`src/rtl/i2c_front_pkg.sv`:
```
package i2c_front_pkg;

  typedef enum logic [2:0] {
    ST_IDLE,
    ST_ADDR,
    ST_ADDR_ACK,
    ST_WRITE,
    ST_WR_ACK,
    ST_READ,
    ST_RD_ACK
  } frontState_t;

  // bus events in the system clock domain
  typedef struct packed {
    logic sclRise;
    logic sclFall;
    logic startDet;
    logic stopDet;
  } busEvent_t;

  // strobes from control to datapath
  typedef struct packed {
    logic restart;
    logic sample;
    logic shiftRx;
    logic shiftTx;
    logic loadTx;
    logic drop;
  } dpStrobe_t;

endpackage

```
`src/rtl/i2c_front_sync.sv`:
```
module i2c_front_sync
  import i2c_front_pkg::*;
#(
  parameter int SYNC_STAGES = 2
) (
  input  logic      clk,
  input  logic      rstN,
  input  logic      sclIn,
  input  logic      sdaIn,
  output busEvent_t busEv,
  output logic      sdaNow
);

  logic [SYNC_STAGES-1:0] sclPipe;
  logic [SYNC_STAGES-1:0] sdaPipe;
  logic sclPrev, sdaPrev, sclS, sdaS;

  generate
    if (SYNC_STAGES == 1) begin : g_single
      always_ff @(posedge clk or negedge rstN) begin
        if (!rstN) begin
          sclPipe <= '1;
          sdaPipe <= '1;
        end else begin
          sclPipe <= sclIn;
          sdaPipe <= sdaIn;
        end
      end
    end else begin : g_multi
      always_ff @(posedge clk or negedge rstN) begin
        if (!rstN) begin
          sclPipe <= '1;
          sdaPipe <= '1;
        end else begin
          sclPipe <= {sclPipe[SYNC_STAGES-2:0], sclIn};
          sdaPipe <= {sdaPipe[SYNC_STAGES-2:0], sdaIn};
        end
      end
    end
  endgenerate

  assign sclS = sclPipe[SYNC_STAGES-1];
  assign sdaS = sdaPipe[SYNC_STAGES-1];

  always_ff @(posedge clk or negedge rstN) begin
    if (!rstN) begin
      sclPrev <= 1'b1;
      sdaPrev <= 1'b1;
    end else begin
      sclPrev <= sclS;
      sdaPrev <= sdaS;
    end
  end

  assign busEv.sclRise  = sclS & ~sclPrev;
  assign busEv.sclFall  = ~sclS & sclPrev;
  assign busEv.startDet = sclS & sclPrev & sdaPrev & ~sdaS;
  assign busEv.stopDet  = sclS & sclPrev & ~sdaPrev & sdaS;
  assign sdaNow         = sdaS;

endmodule

```
`src/rtl/i2c_front_datapath.sv`:
```
module i2c_front_datapath
  import i2c_front_pkg::*;
#(
  parameter int              DATA_W  = 8,
  parameter int              ADDR_W  = 7,
  parameter int              CNT_W   = 4,
  parameter logic [ADDR_W-2:0] ADDR_HI = 6'b011010
) (
  input  logic              clk,
  input  logic              rstN,
  input  dpStrobe_t         strobe,
  input  logic              sdaNow,
  input  logic              addrSel,
  input  logic [DATA_W-1:0] txData,
  output logic [DATA_W-1:0] rxData,
  output logic              sampledBit,
  output logic              bitPending,
  output logic              lastBit,
  output logic              midByte,
  output logic              addrBitOk,
  output logic              txHead,
  output logic              txNext,
  output logic [CNT_W-1:0]  bitCount
);

  logic [CNT_W-1:0]  bitCnt;
  logic [DATA_W-1:0] rxShift;
  logic [DATA_W-1:0] txShift;
  logic [ADDR_W-1:0] ownAddr;
  logic              generalCall;
  logic              expBit;

  assign ownAddr     = {ADDR_HI, addrSel};
  assign generalCall = (ownAddr == '0);

  // expected address bit for the current position, MSB first
  always_comb begin
    expBit = 1'b0;
    for (int i = 0; i < ADDR_W; i++) begin
      if (bitCnt == CNT_W'(ADDR_W - 1 - i)) expBit = ownAddr[i];
    end
  end

  assign addrBitOk = (bitCnt >= CNT_W'(ADDR_W)) ||
                     (!generalCall && (sampledBit == expBit));
  assign lastBit   = (bitCnt == CNT_W'(DATA_W - 1));
  assign midByte   = (bitCnt != '0);
  assign rxData    = rxShift;
  assign txHead    = txData[DATA_W-1];
  assign txNext    = txShift[DATA_W-2];
  assign bitCount  = bitCnt;

  always_ff @(posedge clk or negedge rstN) begin
    if (!rstN) begin
      bitCnt     <= '0;
      bitPending <= 1'b0;
      sampledBit <= 1'b0;
      rxShift    <= '0;
      txShift    <= '0;
    end else if (strobe.restart) begin
      bitCnt     <= '0;
      bitPending <= 1'b0;
    end else begin
      if (strobe.sample) begin
        sampledBit <= sdaNow;
        bitPending <= 1'b1;
      end
      if (strobe.shiftRx) begin
        rxShift    <= {rxShift[DATA_W-2:0], sampledBit};
        bitPending <= 1'b0;
        bitCnt     <= lastBit ? '0 : bitCnt + 1'b1;
      end
      if (strobe.shiftTx) begin
        txShift    <= txShift << 1;
        bitPending <= 1'b0;
        bitCnt     <= lastBit ? '0 : bitCnt + 1'b1;
      end
      if (strobe.drop) bitPending <= 1'b0;
      if (strobe.loadTx) begin
        txShift <= txData;
        bitCnt  <= '0;
      end
    end
  end

endmodule

```
`src/rtl/i2c_front_ctrl.sv`:
```
module i2c_front_ctrl
  import i2c_front_pkg::*;
(
  input  logic        clk,
  input  logic        rstN,
  input  busEvent_t   busEv,
  input  logic        bitPending,
  input  logic        sampledBit,
  input  logic        lastBit,
  input  logic        midByte,
  input  logic        addrBitOk,
  input  logic        txHead,
  input  logic        txNext,
  output dpStrobe_t   strobe,
  output frontState_t state,
  output logic        sdaPullDown,
  output logic        rxValid,
  output logic        txReq,
  output logic        txByteSel,
  output logic        abortFlag
);

  logic rwBit, finalByte, startHigh;
  logic selected, fallWork, stopOk;

  assign selected = (state != ST_IDLE);
  assign fallWork = busEv.sclFall && bitPending && selected;
  assign stopOk   = busEv.stopDet && !startHigh;

  always_comb begin
    strobe        = '0;
    strobe.sample = busEv.sclRise && selected;
    if (busEv.startDet) begin
      strobe.restart = 1'b1;
    end else if (fallWork) begin
      case (state)
        ST_ADDR, ST_WRITE: strobe.shiftRx = 1'b1;
        ST_READ:           strobe.shiftTx = 1'b1;
        ST_ADDR_ACK: begin
          strobe.drop   = 1'b1;
          strobe.loadTx = rwBit;
        end
        ST_WR_ACK:         strobe.drop = 1'b1;
        ST_RD_ACK: begin
          strobe.drop   = 1'b1;
          strobe.loadTx = !sampledBit && !finalByte;
        end
        default: ;
      endcase
    end
  end

  always_ff @(posedge clk or negedge rstN) begin
    if (!rstN) begin
      state       <= ST_IDLE;
      sdaPullDown <= 1'b0;
      rxValid     <= 1'b0;
      txReq       <= 1'b0;
      txByteSel   <= 1'b0;
      abortFlag   <= 1'b0;
      rwBit       <= 1'b0;
      finalByte   <= 1'b0;
      startHigh   <= 1'b0;
    end else begin
      rxValid   <= 1'b0;
      txReq     <= 1'b0;
      abortFlag <= 1'b0;

      if (busEv.startDet)     startHigh <= 1'b1;
      else if (busEv.sclFall) startHigh <= 1'b0;

      if (busEv.startDet) begin
        abortFlag   <= selected && midByte;
        state       <= ST_ADDR;
        sdaPullDown <= 1'b0;
      end else if (stopOk) begin
        abortFlag   <= selected && midByte;
        state       <= ST_IDLE;
        sdaPullDown <= 1'b0;
      end else if (fallWork) begin
        case (state)
          ST_ADDR: begin
            if (!addrBitOk) begin
              state <= ST_IDLE;
            end else if (lastBit) begin
              rwBit       <= sampledBit;
              txByteSel   <= 1'b0;
              finalByte   <= 1'b0;
              state       <= ST_ADDR_ACK;
              sdaPullDown <= 1'b1;
            end
          end
          ST_WRITE: begin
            if (lastBit) begin
              rxValid     <= 1'b1;
              state       <= ST_WR_ACK;
              sdaPullDown <= 1'b1;
            end
          end
          ST_ADDR_ACK: begin
            if (rwBit) begin
              state       <= ST_READ;
              txReq       <= 1'b1;
              sdaPullDown <= ~txHead;
            end else begin
              state       <= ST_WRITE;
              sdaPullDown <= 1'b0;
            end
          end
          ST_WR_ACK: begin
            state       <= ST_WRITE;
            sdaPullDown <= 1'b0;
          end
          ST_READ: begin
            if (lastBit) begin
              state       <= ST_RD_ACK;
              sdaPullDown <= 1'b0;
              finalByte   <= txByteSel;
              txByteSel   <= 1'b1;
            end else begin
              sdaPullDown <= ~txNext;
            end
          end
          ST_RD_ACK: begin
            if (!sampledBit && !finalByte) begin
              state       <= ST_READ;
              txReq       <= 1'b1;
              sdaPullDown <= ~txHead;
            end else begin
              state       <= ST_IDLE;
              sdaPullDown <= 1'b0;
            end
          end
          default: state <= ST_IDLE;
        endcase
      end
    end
  end

endmodule

```
`src/rtl/i2c_slave_front.sv`:
```
module i2c_slave_front
  import i2c_front_pkg::*;
#(
  parameter int                DATA_W      = 8,
  parameter int                ADDR_W      = 7,
  parameter logic [ADDR_W-2:0] ADDR_HI     = 6'b011010,
  parameter int                SYNC_STAGES = 2
) (
  input  logic              clk,
  input  logic              rstN,
  input  logic              sclIn,
  input  logic              sdaIn,
  input  logic              addrSel,
  output logic              sdaPullDown,
  output logic              rxValid,
  output logic [DATA_W-1:0] rxData,
  output logic              txReq,
  output logic              txByteSel,
  input  logic [DATA_W-1:0] txData,
  output logic              abortFlag
);

  localparam int CNT_W = $clog2(DATA_W + 1);

  busEvent_t   busEv;
  dpStrobe_t   strobe;
  frontState_t frontState;
  logic        sdaNow, sampledBit, bitPending, lastBit, midByte;
  logic        addrBitOk, txHead, txNext;
  logic [CNT_W-1:0] bitCount;

  i2c_front_sync #(.SYNC_STAGES(SYNC_STAGES)) u_sync (
    .clk(clk), .rstN(rstN), .sclIn(sclIn), .sdaIn(sdaIn),
    .busEv(busEv), .sdaNow(sdaNow)
  );

  i2c_front_datapath #(
    .DATA_W(DATA_W), .ADDR_W(ADDR_W), .CNT_W(CNT_W), .ADDR_HI(ADDR_HI)
  ) u_dp (
    .clk(clk), .rstN(rstN), .strobe(strobe), .sdaNow(sdaNow),
    .addrSel(addrSel), .txData(txData), .rxData(rxData),
    .sampledBit(sampledBit), .bitPending(bitPending), .lastBit(lastBit),
    .midByte(midByte), .addrBitOk(addrBitOk), .txHead(txHead),
    .txNext(txNext), .bitCount(bitCount)
  );

  i2c_front_ctrl u_ctrl (
    .clk(clk), .rstN(rstN), .busEv(busEv), .bitPending(bitPending),
    .sampledBit(sampledBit), .lastBit(lastBit), .midByte(midByte),
    .addrBitOk(addrBitOk), .txHead(txHead), .txNext(txNext),
    .strobe(strobe), .state(frontState), .sdaPullDown(sdaPullDown),
    .rxValid(rxValid), .txReq(txReq), .txByteSel(txByteSel),
    .abortFlag(abortFlag)
  );

endmodule

```
`config.mk`:
```
export PLATFORM = sky130hd
export DESIGN_NAME = i2c_slave_front
export DESIGN_NICKNAME = d
export VERILOG_FILES = /design/src/rtl/i2c_front_pkg.sv /design/src/rtl/i2c_front_sync.sv /design/src/rtl/i2c_front_datapath.sv /design/src/rtl/i2c_front_ctrl.sv /design/src/rtl/i2c_slave_front.sv
export SDC_FILE = /design/constraint.sdc
export NUM_CORES = 1
export LEC_CHECK = 0
export ABC_CLOCK_PERIOD_IN_PS = 5200
export BUFFER_PORTS_ARGS = -buffer_cell sky130_fd_sc_hd__clkbuf_2
export CAP_MARGIN = 20
export CORE_AREA = 2 2 69 71
export DETAILED_ROUTE_END_ITERATION = 10
export DIE_AREA = 0 0 71 73
export PLACE_DENSITY = 0.6
export SYNTH_ARGS = -nofsm -noshare
export SYNTH_HDL_FRONTEND = slang
export SYNTH_SLANG_ARGS = --single-unit
```
`constraint.sdc`:
```
create_clock -name clk -period 5.2 [get_ports clk]
set_input_delay 0.52 -clock clk [delete_from_list [all_inputs] [get_ports clk]]
set_output_delay 0.52 -clock clk [all_outputs]
set_load 0.03 [all_outputs]
```
==> results of run 1 <==
[metrics by stage]
step / cells / instance area [um^2] / utilization, % / hold WS (ns)
floorplan: 179 / 1918 / - / 0.2244
global placement: 251 / 2062 / 45.46 / 0.3453
detailed placement: 251 / 2062 / 45.46 / 0.3468
CTS: 259 / 2153 / 47.48 / 0.3036
global route: 259 / 2153 / 47.48 / 0.2985
finish: 259 / 2153 / 47.48 / 0.3149
[layer usage]
layer	GRT usage [%]	vias to the layer above
li1	-	700
met1	20.25	665
met2	24.82	44
met3	4.144	9
met4	9.434	0
met5	0	-
[synthesized netlist by cell type, types with 2 or more instances]
| library cell | n | area, um^2 |
|---|---|---|
| nand2_1 | 13 | 48.80 |
| nand4_1 | 2 | 12.51 |
| o41ai_1 | 2 | 17.52 |
| or3_1 | 3 | 18.77 |
| nor2_1 | 17 | 63.81 |
| a22o_2 | 3 | 30.03 |
| nand3b_1 | 2 | 15.01 |
| ha_1 | 4 | 50.05 |
| o21ai_0 | 11 | 55.05 |
| a21o_2 | 3 | 26.28 |
| a211o_1 | 2 | 17.52 |
| buf_6 | 2 | 22.52 |
| o2bb2ai_1 | 2 | 17.52 |
| nor2_2 | 2 | 12.51 |
| nand2b_1 | 5 | 31.28 |
| dfrtp_1 | 32 | 800.8 |
| a21oi_1 | 13 | 65.06 |
| mux2i_1 | 4 | 40.04 |
| o21bai_1 | 2 | 15.01 |
| mux2_2 | 10 | 112.6 |
| dfstp_2 | 6 | 157.7 |
| buf_2 | 3 | 15.01 |
| inv_1 | 8 | 30.03 |
[critical path: cells and delay by family, from the launching register on]
family          cells  cell delay (ns)
compound gates      2             0.59
flops               1             0.60
simple gates        3             0.91
[flip-flops by register name, summed over array words and instances (netlist names), 2 cells and up]
signal	count
u_sync.sclPipe	2
u_ctrl.state	3
u_dp.txShift	7
u_dp.rxData	8
u_sync.sdaPipe	2
u_dp.bitCount	4
[area by class of cell]
type                    instances  share of cell area, %
clock buffers                   7                  4.009
multi-input cells             126                  40.91
inverters                       8                  1.395
well taps                      54                  3.138
repair buffers                 25                  5.811
flip-flops and latches         38                  44.51
clock inverters                 1                 0.2324
[kinds of logic (layout without fill, tap and decap cells)]
logic type               after synthesis  in the layout  share of synthesized area, %
XOR/XNOR                               1              1                        0.4567
buffers and inverters                 15             41                         4.109
AO/OA/AOI/OAI                         50             50                         17.94
AND/OR/NAND/NOR                       57             57                         16.96
multiplexers                          14             14                         7.958
flip-flops                            38             38                         49.97
adder cells (fa/ha/maj)                4              4                         2.609
[power groups by stage]
stage	logic, W	registers [W]	clock network (W)
after floorplan	0.000263	0.000430	0
after global placement	0.000314	0.000449	0
after detailed placement	0.000318	0.000454	0
after CTS	0.000320	0.000449	0.000211
after global routing	0.000358	0.000463	0.000225
final	0.000318	0.000449	0.000202
[worst paths after layout]
| kind | depth (start not counted) | slack [ns] | end |
|---|---|---|---|
| setup / recovery | 5 | 2.98 | u_dp.bitCount[1] |
| hold / removal | 1 | 0.31 | u_sync.sclPipe[0] |
| setup reg to reg | 5 | 2.98 | u_dp.bitCount[1] |
| hold reg to reg | 0 | 0.36 | u_sync.sclPipe[1] |
| max in group asynchronous | 1 | 4.28 | u_ctrl.finalByte |
| min in group asynchronous | 1 | 0.36 | u_dp.bitPending |
==> run_results.csv, run 1 <==
group,metric,value,unit
setup_path,crit_path_end_kind,"register",
routing,dr_wl_met3,177,um
routing,drt_iter0_markers,37,
routing,vias,1418,
timing,clock.fmax,449.8,MHz
floorplan,fp.dieArea,5183,um^2
setup_path,crit_start,"u_ctrl.state[2]",
layout,nNetsFinal,221,
pwr,p_int,0.0006044,W
place,gp_congestion,0.9426,
grt,grt_overflow,0,
grt,grt_max_degree,39,
layout,final_cell_mix,"dfrtp_1, clkbuf_2, nor2_1",
routing,routed_wl,3792,um
layout,antenna_cells,0,
clock_tree,cts.hold.buffers_added,0,
setup_path,arrival,2.39,ns
setup_path,crit_chain,"or3b_1, a211o_1, nor3_4, o21bai_1, nor2_1",
floorplan,initial_core_util,42.29,%
place,dpl.hpwl,2766,um
floorplan,die_w,71,um
timing,timing.final.ws_setup,2.977,ns
timing,slew_violations,0,
clock_tree,post_cts_buffers,0,
synthesis,syn_area,1918,um^2
routing,wl_met1,1757,um
setup_path,critPathMaxFanout,15,
synthesis,synth_warnings,0,
setup_path,r2r-start,"u_ctrl.state[2]",
timing,worst_slew_pin_slew,0.9093,ns
pwr,peakVddDrop,173.3,uV
flow_run,drv_cap,0,
timing,rsz0062_at_grt,"false",
synthesis,ys_async_sr_fraction,100.0,%
timing,skew,0.005680,ns
layout,area_delta_synth_final,12.26,%
clock_tree,post_cts_resized,0,
layout,multi_input_area,880.8,um^2
clock_tree,clkLatencyLatePin,0.28,ns
floorplan,core-area,4536,um^2
pwr,finalPower,0.0009689,W
clock_tree,root_buffer,"clkbuf_8",
routing,first_pass_iters,4,
routing,drc,0,
pwr,p_clk_share,20.8,%
grt,gr-usage-all-layers,16.00,%
synthesis,ys_seq_area_share,49.97,%
setup_path,cp-start-kind,"register",
routing,routed.top_layer,"met4",
synthesis,ys_types,51,
synthesis,avgSynthCellArea,10.72,um^2
grt,grt_pass1_vias,1373,
setup_path,max_stage_delay,0.60,ns
pwr,powerDensity,450.0,nW/um^2
synthesis,ys_ff_latch,38,
routing,route.met2.wl,1739,um
synthesis,synth_flop_cell,"dfrtp_1",
timing,final.min_clock_period,2.223,ns
clock_tree,clockBufferDepth,2,
pwr,switching_share,37.62,%
floorplan,ioPinCount,26,
timing,fin_tns_setup,0,ns
run_status,outcome,"complete, no violations",
setup_path,slowest_stage,"dfrtp_1",
place,post-place-ws,3.004,ns
timing,setup_violations,0,
setup_path,required,5.36,ns
synthesis,synth_cells,179,
routing,vias_per_cell,5.475,
routing,postRouteAntennaNets,0,
clock_tree,cts_made_buffers,5,
layout,num-fill-cells,403,
pwr,power_switching,0.0003645,W
clock_tree,htree_levels,2,
pwr,p_comb_share,32.8,%
synthesis,synth_edf_count,0,
hold_path,min_path_type,"in -> reg",
grt,grt_pass1_wl,6382,um
clock_tree,cts.reportedPaths.clkPinSlew,0.07,ns
clock_tree,cts.sinks,38,
setup_path,crit_type,"reg -> reg",
clock_tree,cts_tree,"done",
floorplan,die_h,73,um
pwr,seq_power_share,46.4,%
timing,hold_viol_final,0,
place,io_buffers,25,
hold_path,min_from,"sclIn",
layout,drive_gt1_share,30.24,%
floorplan,rows,25,
pwr,leakage,1.001,nW
routing,wire_per_inst,14.64,um
layout,final-seq-area,958.4,um^2
timing,slew_headroom,39.38,%
grt,antenna_found_initial,0,
synthesis,synth_fp_nets,196,
timing,period_share,42.76,%
layout,layout_commonest_cell,"dfrtp_1",
(Power assumes the default switching activity.)
==> run 2, diff against run 1 <==
- ABC_AREA: default -> 1
- ABC_CLOCK_PERIOD_IN_PS: 5200 -> 1900
- PLACE_DENSITY: 0.6 -> 0.62
- clock period: 5.2 -> 1.9 ns (I/O delays scaled with it)
==> run 2 against run 1 <==
  * Flip-flop and latch count stayed put
  * Design area grew 5.8%
  * Core utilization increased by 2.8 points
  * Largest cell class unchanged
  * Critical path depth rose by 9
  * Synthesized area is 0.20% lower
  * Clock power rose to 4.1 times the previous value
  * Non-clock buffer count up 5
  * Synthesized cell count up 28%
  * Maximum frequency rose by 29%
==> run_results.csv, run 2 <==
group,metric,value,unit
pwr,peakVddDrop,451.4,uV
layout,num-fill-cells,447,
clock_tree,cts.sinks,38,
timing,skew,0.01146,ns
floorplan,die_w,71,um
routing,wire_per_inst,12.18,um
grt,grt_overflow,0,
timing,period_share,90.43,%
layout,final_cell_mix,"nand2_1, dfrtp_1, clkbuf_2",
timing,final.min_clock_period,1.718,ns
run_status,outcome,"complete, no violations",
routing,vias_per_cell,4.937,
clock_tree,clockBufferDepth,2,
synthesis,synth_top_area_cell,"dfrtp_1",
setup_path,crit_path_end_kind,"register",
pwr,powerDensity,914.9,nW/um^2
timing,rsz0062_at_grt,"false",
routing,first_pass_iters,5,
floorplan,ioPinCount,26,
grt,gr-usage-all-layers,16.50,%
clock_tree,cts.reportedPaths.clkPinSlew,0.08,ns
layout,drive_gt1_share,25.00,%
timing,slew_violations,0,
clock_tree,root_buffer,"clkbuf_8",
setup_path,critPathMaxFanout,4,
floorplan,core-area,4536,um^2
synthesis,ys_async_sr_fraction,100.0,%
synthesis,synth_flop_cell,"dfrtp_1",
routing,routed_wl,3873,um
synthesis,synth_fp_nets,246,
synthesis,netlist_top_cells_area,"dfrtp_1, nand2_1, dfstp_2, o21ai_0, inv_1",
grt,grt_max_degree,39,
synthesis,ys_seq_area_share,50.07,%
routing,postRouteAntennaNets,0,
layout,largest_reg_flops,8,
setup_path,cp-start-kind,"register",
setup_path,arrival,1.91,ns
clock_tree,clkLatencyLatePin,0.30,ns
pwr,leakage,1.141,nW
floorplan,rows,25,
grt,grt_pass1_vias,1480,
synthesis,synth_warnings,0,
synthesis,ys_ff_latch,38,
synthesis,yosys.area.top_type_share,41.83,%
synthesis,syn_area,1914,um^2
grt,antenna_found_initial,0,
timing,slew_headroom,68.26,%
clock_tree,cts_made_buffers,5,
timing,hold_viol_final,0,
layout,antenna_cells,0,
timing,setup_violations,0,
synthesis,ys_types,31,
timing,worst_slew_pin_slew,0.4761,ns
timing,clock.fmax,582.0,MHz
synthesis,synth_edf_count,0,
synthesis,avgSynthCellArea,8.360,um^2
floorplan,die_h,73,um
grt,grt_pass1_wl,6693,um
clock_tree,post_cts_buffers,0,
routing,drt_iter0_markers,94,
layout,multi_input_area,828.3,um^2
clock_tree,htree_levels,2,
layout,final-seq-area,958.4,um^2
layout,layout_commonest_cell,"nand2_1",
timing,whs,0.09425,ns
place,io_buffers,25,
clock_tree,cts_tree,"done",
hold_path,min_path_type,"in -> reg",
layout,nNetsFinal,280,
setup_path,crit_type,"reg -> reg",
place,dpl.hpwl,2820,um
synthesis,synth.most_common_cell,"nand2_1",
synthesis,synth_cells,229,
routing,vias,1570,
timing,fin_tns_setup,0,ns
synthesis,synth_commonest_cells,"nand2_1, dfrtp_1, inv_1",
place,gp_congestion,0.9087,
flow_run,drv_cap,0,
setup_path,required,2.10,ns
floorplan,initial_core_util,42.21,%
floorplan,fp.dieArea,5183,um^2
layout,area_delta_synth_final,19.02,%
routing,drc,0,
run 2: cell types whose count changed in the layout (fill, tap and decap cells not counted), moves of 4 or more:
cell      delta
nor2_1       +6
nand2b_1     -5
inv_2        +8
mux2_2       -9
o21ai_1      +4
nand3_1     +16
inv_1       +15
mux2i_1      -4
o21ai_0     +10
a21oi_1      -4
nand2_1     +37
run 2: repair_timing:
action / CTS / global route
gates resized for setup: 0 / 4
endpoints found under the hold margin: 34 / 0
endpoints found under the setup margin: 0 / 3
hold buffers: 3 / 0
run 2: logic make-up (layout without fill, tap and decap cells):
kind of cell	count (synthesis)	count (layout)	share of synthesized area, %
flip-flops	38	38	50.07
XOR/XNOR	1	1	0.4576
AND/OR/NAND/NOR	109	109	26.86
multiplexers	1	1	0.5882
AO/OA/AOI/OAI	42	42	11.90
buffers and inverters	34	69	7.516
adder cells (fa/ha/maj)	4	4	2.614
run 2: cell type report:
type                       instances  share of cell area [%]
clock buffer                       5                   3.020
clock inverter                     3                   3.020
inverter                          31                   5.107
multi-input combinational        157                   36.35
sequential                        38                   42.06
tap                               54                   2.965
timing repair buffer              30                   7.468
run 2: critical path, cell delays in order (launching register included):
cell and delay [ns]:
dfrtp_1 0.39, inv_1 0.11, ha_1 0.21, inv_1 0.05, nand3_1 0.06, nand2_1 0.08
nand3_1 0.07, nand2_1 0.06, nand3_1 0.13, nand2_1 0.09, nand2_1 0.05, nand2_1 0.11
nand2_1 0.10, nand2_1 0.07, nand2_1 0.05
run 2: final timing paths:
kind	slack (ns)	cells past startpoint	endpoint	start
max	0.18	14	u_ctrl.state[1]	u_dp.bitCount[1]
min	0.09	3	u_dp.txShift[0]	txData[0]
max reg2reg	0.18	14	u_ctrl.state[1]	u_dp.bitCount[1]
min reg2reg	0.36	0	u_sync.sclPipe[1]	u_sync.sclPipe[0]
max in group asynchronous	1.07	3	u_sync.sclPrev	rstN
min in group asynchronous	0.48	3	u_dp.sampledBit	rstN
run 2: through the flow:
stage	cell area, um^2	total power, W	instances	setup slack, ns	util, %
2_1_floorplan	1914	0.001140	229	0.3359	-
3_3_place_gp	2095	0.001237	307	0.1430	46.18
3_5_place_dp	2095	0.001237	307	0.1444	46.18
4_1_cts	2262	0.002078	318	0.1382	49.88
5_1_grt	2278	0.002185	318	0.001425	50.23
6_report	2278	0.002084	318	0.1819	50.23
run 2: per-layer routing:
metal  vias to the layer above  wire length (um)  GRT usage [%]
met5                         -                 0              0
met3                         7               183          3.591
met1                       715              1825          21.88
met4                         0                58          7.338
li1                        808                 -              -
met2                        40              1805          26.06
run 2: where the power goes:
group	total, W	internal [W]	switching, W	leakage, nW
combinational	0.000330	0.000122	0.000209	0.617
sequential	0.000923	0.000867	0.0000564	0.456
clock	0.000831	0.000526	0.000305	0.0683
==> run 3, diff against run 2 <==
- MAX_ROUTING_LAYER: default -> met4
==> run 3 against run 2 <==
  * Count of clock-buffer cells in the layout unchanged
  * Critical path depth unchanged
  * Core utilization unchanged
  * Critical path type unchanged
==> run_results.csv, run 3 (synthesis results as in run 2) <==
group,metric,value,unit
floorplan,ioPinCount,26,
pwr,power_switching,0.0005739,W
setup_path,crit_start,"u_dp.bitCount[1]",
setup_path,arrival,1.92,ns
setup_path,critPathMaxFanout,4,
layout,design_area,2278,um^2
place,io_buffers,25,
setup_path,max_stage_delay,0.39,ns
setup_path,crit_path_frequent_cell,"nand2_1",
flow_run,drv_cap,0,
setup_path,crit_path_end_kind,"register",
setup_path,critPathTopFamily,"simple AND/OR/NAND/NOR gates",
floorplan,die_w,71,um
grt,antenna_found_initial,0,
place,dpl.hpwl,2820,um
grt,grt_overflow,0,
layout,drive_gt1_share,25.00,%
setup_path,cp_num_buf_inv,2,
layout,area_delta_synth_final,19.02,%
routing,drc,0,
routing,drt_iter0_markers,92,
timing,fin_tns_setup,0,ns
grt,grt_pass1_vias,1479,
clock_tree,clkLatencyLatePin,0.30,ns
timing,timing.final.ws_setup,0.1802,ns
clock_tree,root_buffer,"clkbuf_8",
layout,antenna_cells,0,
routing,vias,1576,
floorplan,initial_core_util,42.21,%
routing,first_pass_iters,5,
timing,setup_violations,0,
floorplan,die_h,73,um
clock_tree,htree_levels,2,
place,dpl_cell_area,2095,um^2
timing,slew_headroom,68.65,%
layout,final_cell_mix,"nand2_1, dfrtp_1, clkbuf_2",
pwr,p_comb_share,15.8,%
clock_tree,clockBufferDepth,2,
pwr,switching_share,27.48,%
clock_tree,cts.reportedPaths.clkPinSlew,0.08,ns
routing,postRouteAntennaNets,0,
setup_path,crit_type,"reg -> reg",
floorplan,rows,25,
grt,gr-usage-all-layers,16.99,%
timing,slew_violations,0,
layout,nNetsFinal,280,
timing,clock.fmax,581.5,MHz
floorplan,core-area,4536,um^2
pwr,finalPower,0.002088,W
pwr,p_int,0.001515,W
hold_path,min_from,"txData[0]",
setup_path,r2r-start,"u_dp.bitCount[1]",
routing,wire_per_inst,12.09,um
timing,rsz0062_at_grt,"false",
timing,skew,0.01104,ns
pwr,peakVddDrop,452.1,uV
setup_path,crit_chain,"inv_1, ha_1, inv_1, nand3_1, nand2_1, nand3_1, nand2_1, nand3_1, nand2_1, nand2_1, nand2_1, nand2_1, nand2_1, nand2_1",
timing,final.min_clock_period,1.720,ns
pwr,seq_power_share,44.2,%
setup_path,required,2.10,ns
setup_path,cp-start-kind,"register",
timing,worst_slew_pin_slew,0.4702,ns
grt,grt_pass1_wl,6699,um
setup_path,slowest_stage,"dfrtp_1",
place,gp_congestion,0.9245,
hold_path,min_path_type,"in -> reg",
pwr,leakage,1.141,nW
run_status,outcome,"complete, no violations",
layout,layout_commonest_cell,"nand2_1",
clock_tree,cts_made_buffers,5,
timing,hold_viol_final,0,
place,post-place-ws,0.1444,ns
timing,period_share,90.52,%
layout,largest_reg_flops,8,
clock_tree,cts.sinks,38,
grt,grt_max_degree,39,
pwr,powerDensity,916.6,nW/um^2
routing,routed_wl,3846,um
floorplan,fp.dieArea,5183,um^2
routing,vias_per_cell,4.956,
pwr,p_clk_share,40.0,%
clock_tree,cts_tree,"done",
[run 3: final cells by class]
type	count	area, um^2
clock buffers	5	68.82
clock inverters	3	68.82
fillers	447	2257
inverters	31	116.4
multi-input cells	157	828.3
flip-flops and latches	38	958.4
well taps	54	67.56
repair buffers	30	170.2
[run 3: per-stage QoR]
stage	hold slack [ns]	cells	util, %
5_1_grt	0.1111	318	50.23
6_report	0.08973	318	50.23
3_5_place_dp	0.2663	307	46.18
3_3_place_gp	0.2657	307	46.18
2_1_floorplan	-0.1056	229	-
4_1_cts	0.08969	318	49.88
[run 3: final timing paths]
| kind | to | cells past startpoint | slack [ns] |
|---|---|---|---|
| max | u_ctrl.state[1] | 14 | 0.18 |
| min | u_dp.txShift[0] | 3 | 0.09 |
| max reg2reg | u_ctrl.state[1] | 14 | 0.18 |
| min reg2reg | u_sync.sclPipe[1] | 0 | 0.36 |
| max in group asynchronous | u_sync.sclPrev | 3 | 1.07 |
| min in group asynchronous | u_dp.sampledBit | 3 | 0.47 |
[run 3: power groups by stage]
stage	Sequential, W	Combinational (W)	Clock (W)
2_1_floorplan	0.000931	0.000209	0
3_3_place_gp	0.000938	0.000299	0
3_5_place_dp	0.000938	0.000300	0
4_1_cts	0.000922	0.000306	0.000849
5_1_grt	0.000931	0.000381	0.000874
6_report	0.000923	0.000330	0.000835
[run 3: tightest hold or removal path, delay by kind of cell]
| family | cells | cell delay [ns] |
|---|---|---|
| AND/OR/NAND/NOR | 2 | 0.09 |
| buffers and inverters | 1 | 0.07 |
[run 3: routing by layer]
| metal | routed length, um | track usage, % | vias to the layer above | part of all wire, % |
|---|---|---|---|---|
| met4 | 72 | 7.338 | 0 | 1.9 |
| met5 | 0 | - | - | 0 |
| met3 | 196 | 3.591 | 8 | 5.1 |
| met2 | 1779 | 26.06 | 46 | 46 |
| met1 | 1798 | 21.88 | 714 | 47 |
| li1 | - | - | 808 | - |
[run 3: what timing repair did]
action	CTS	global route
resized for setup	0	4
setup buffers	0	0
hold buffers	3	0
setup endpoints to repair	0	3
endpoints found under the hold margin	34	0
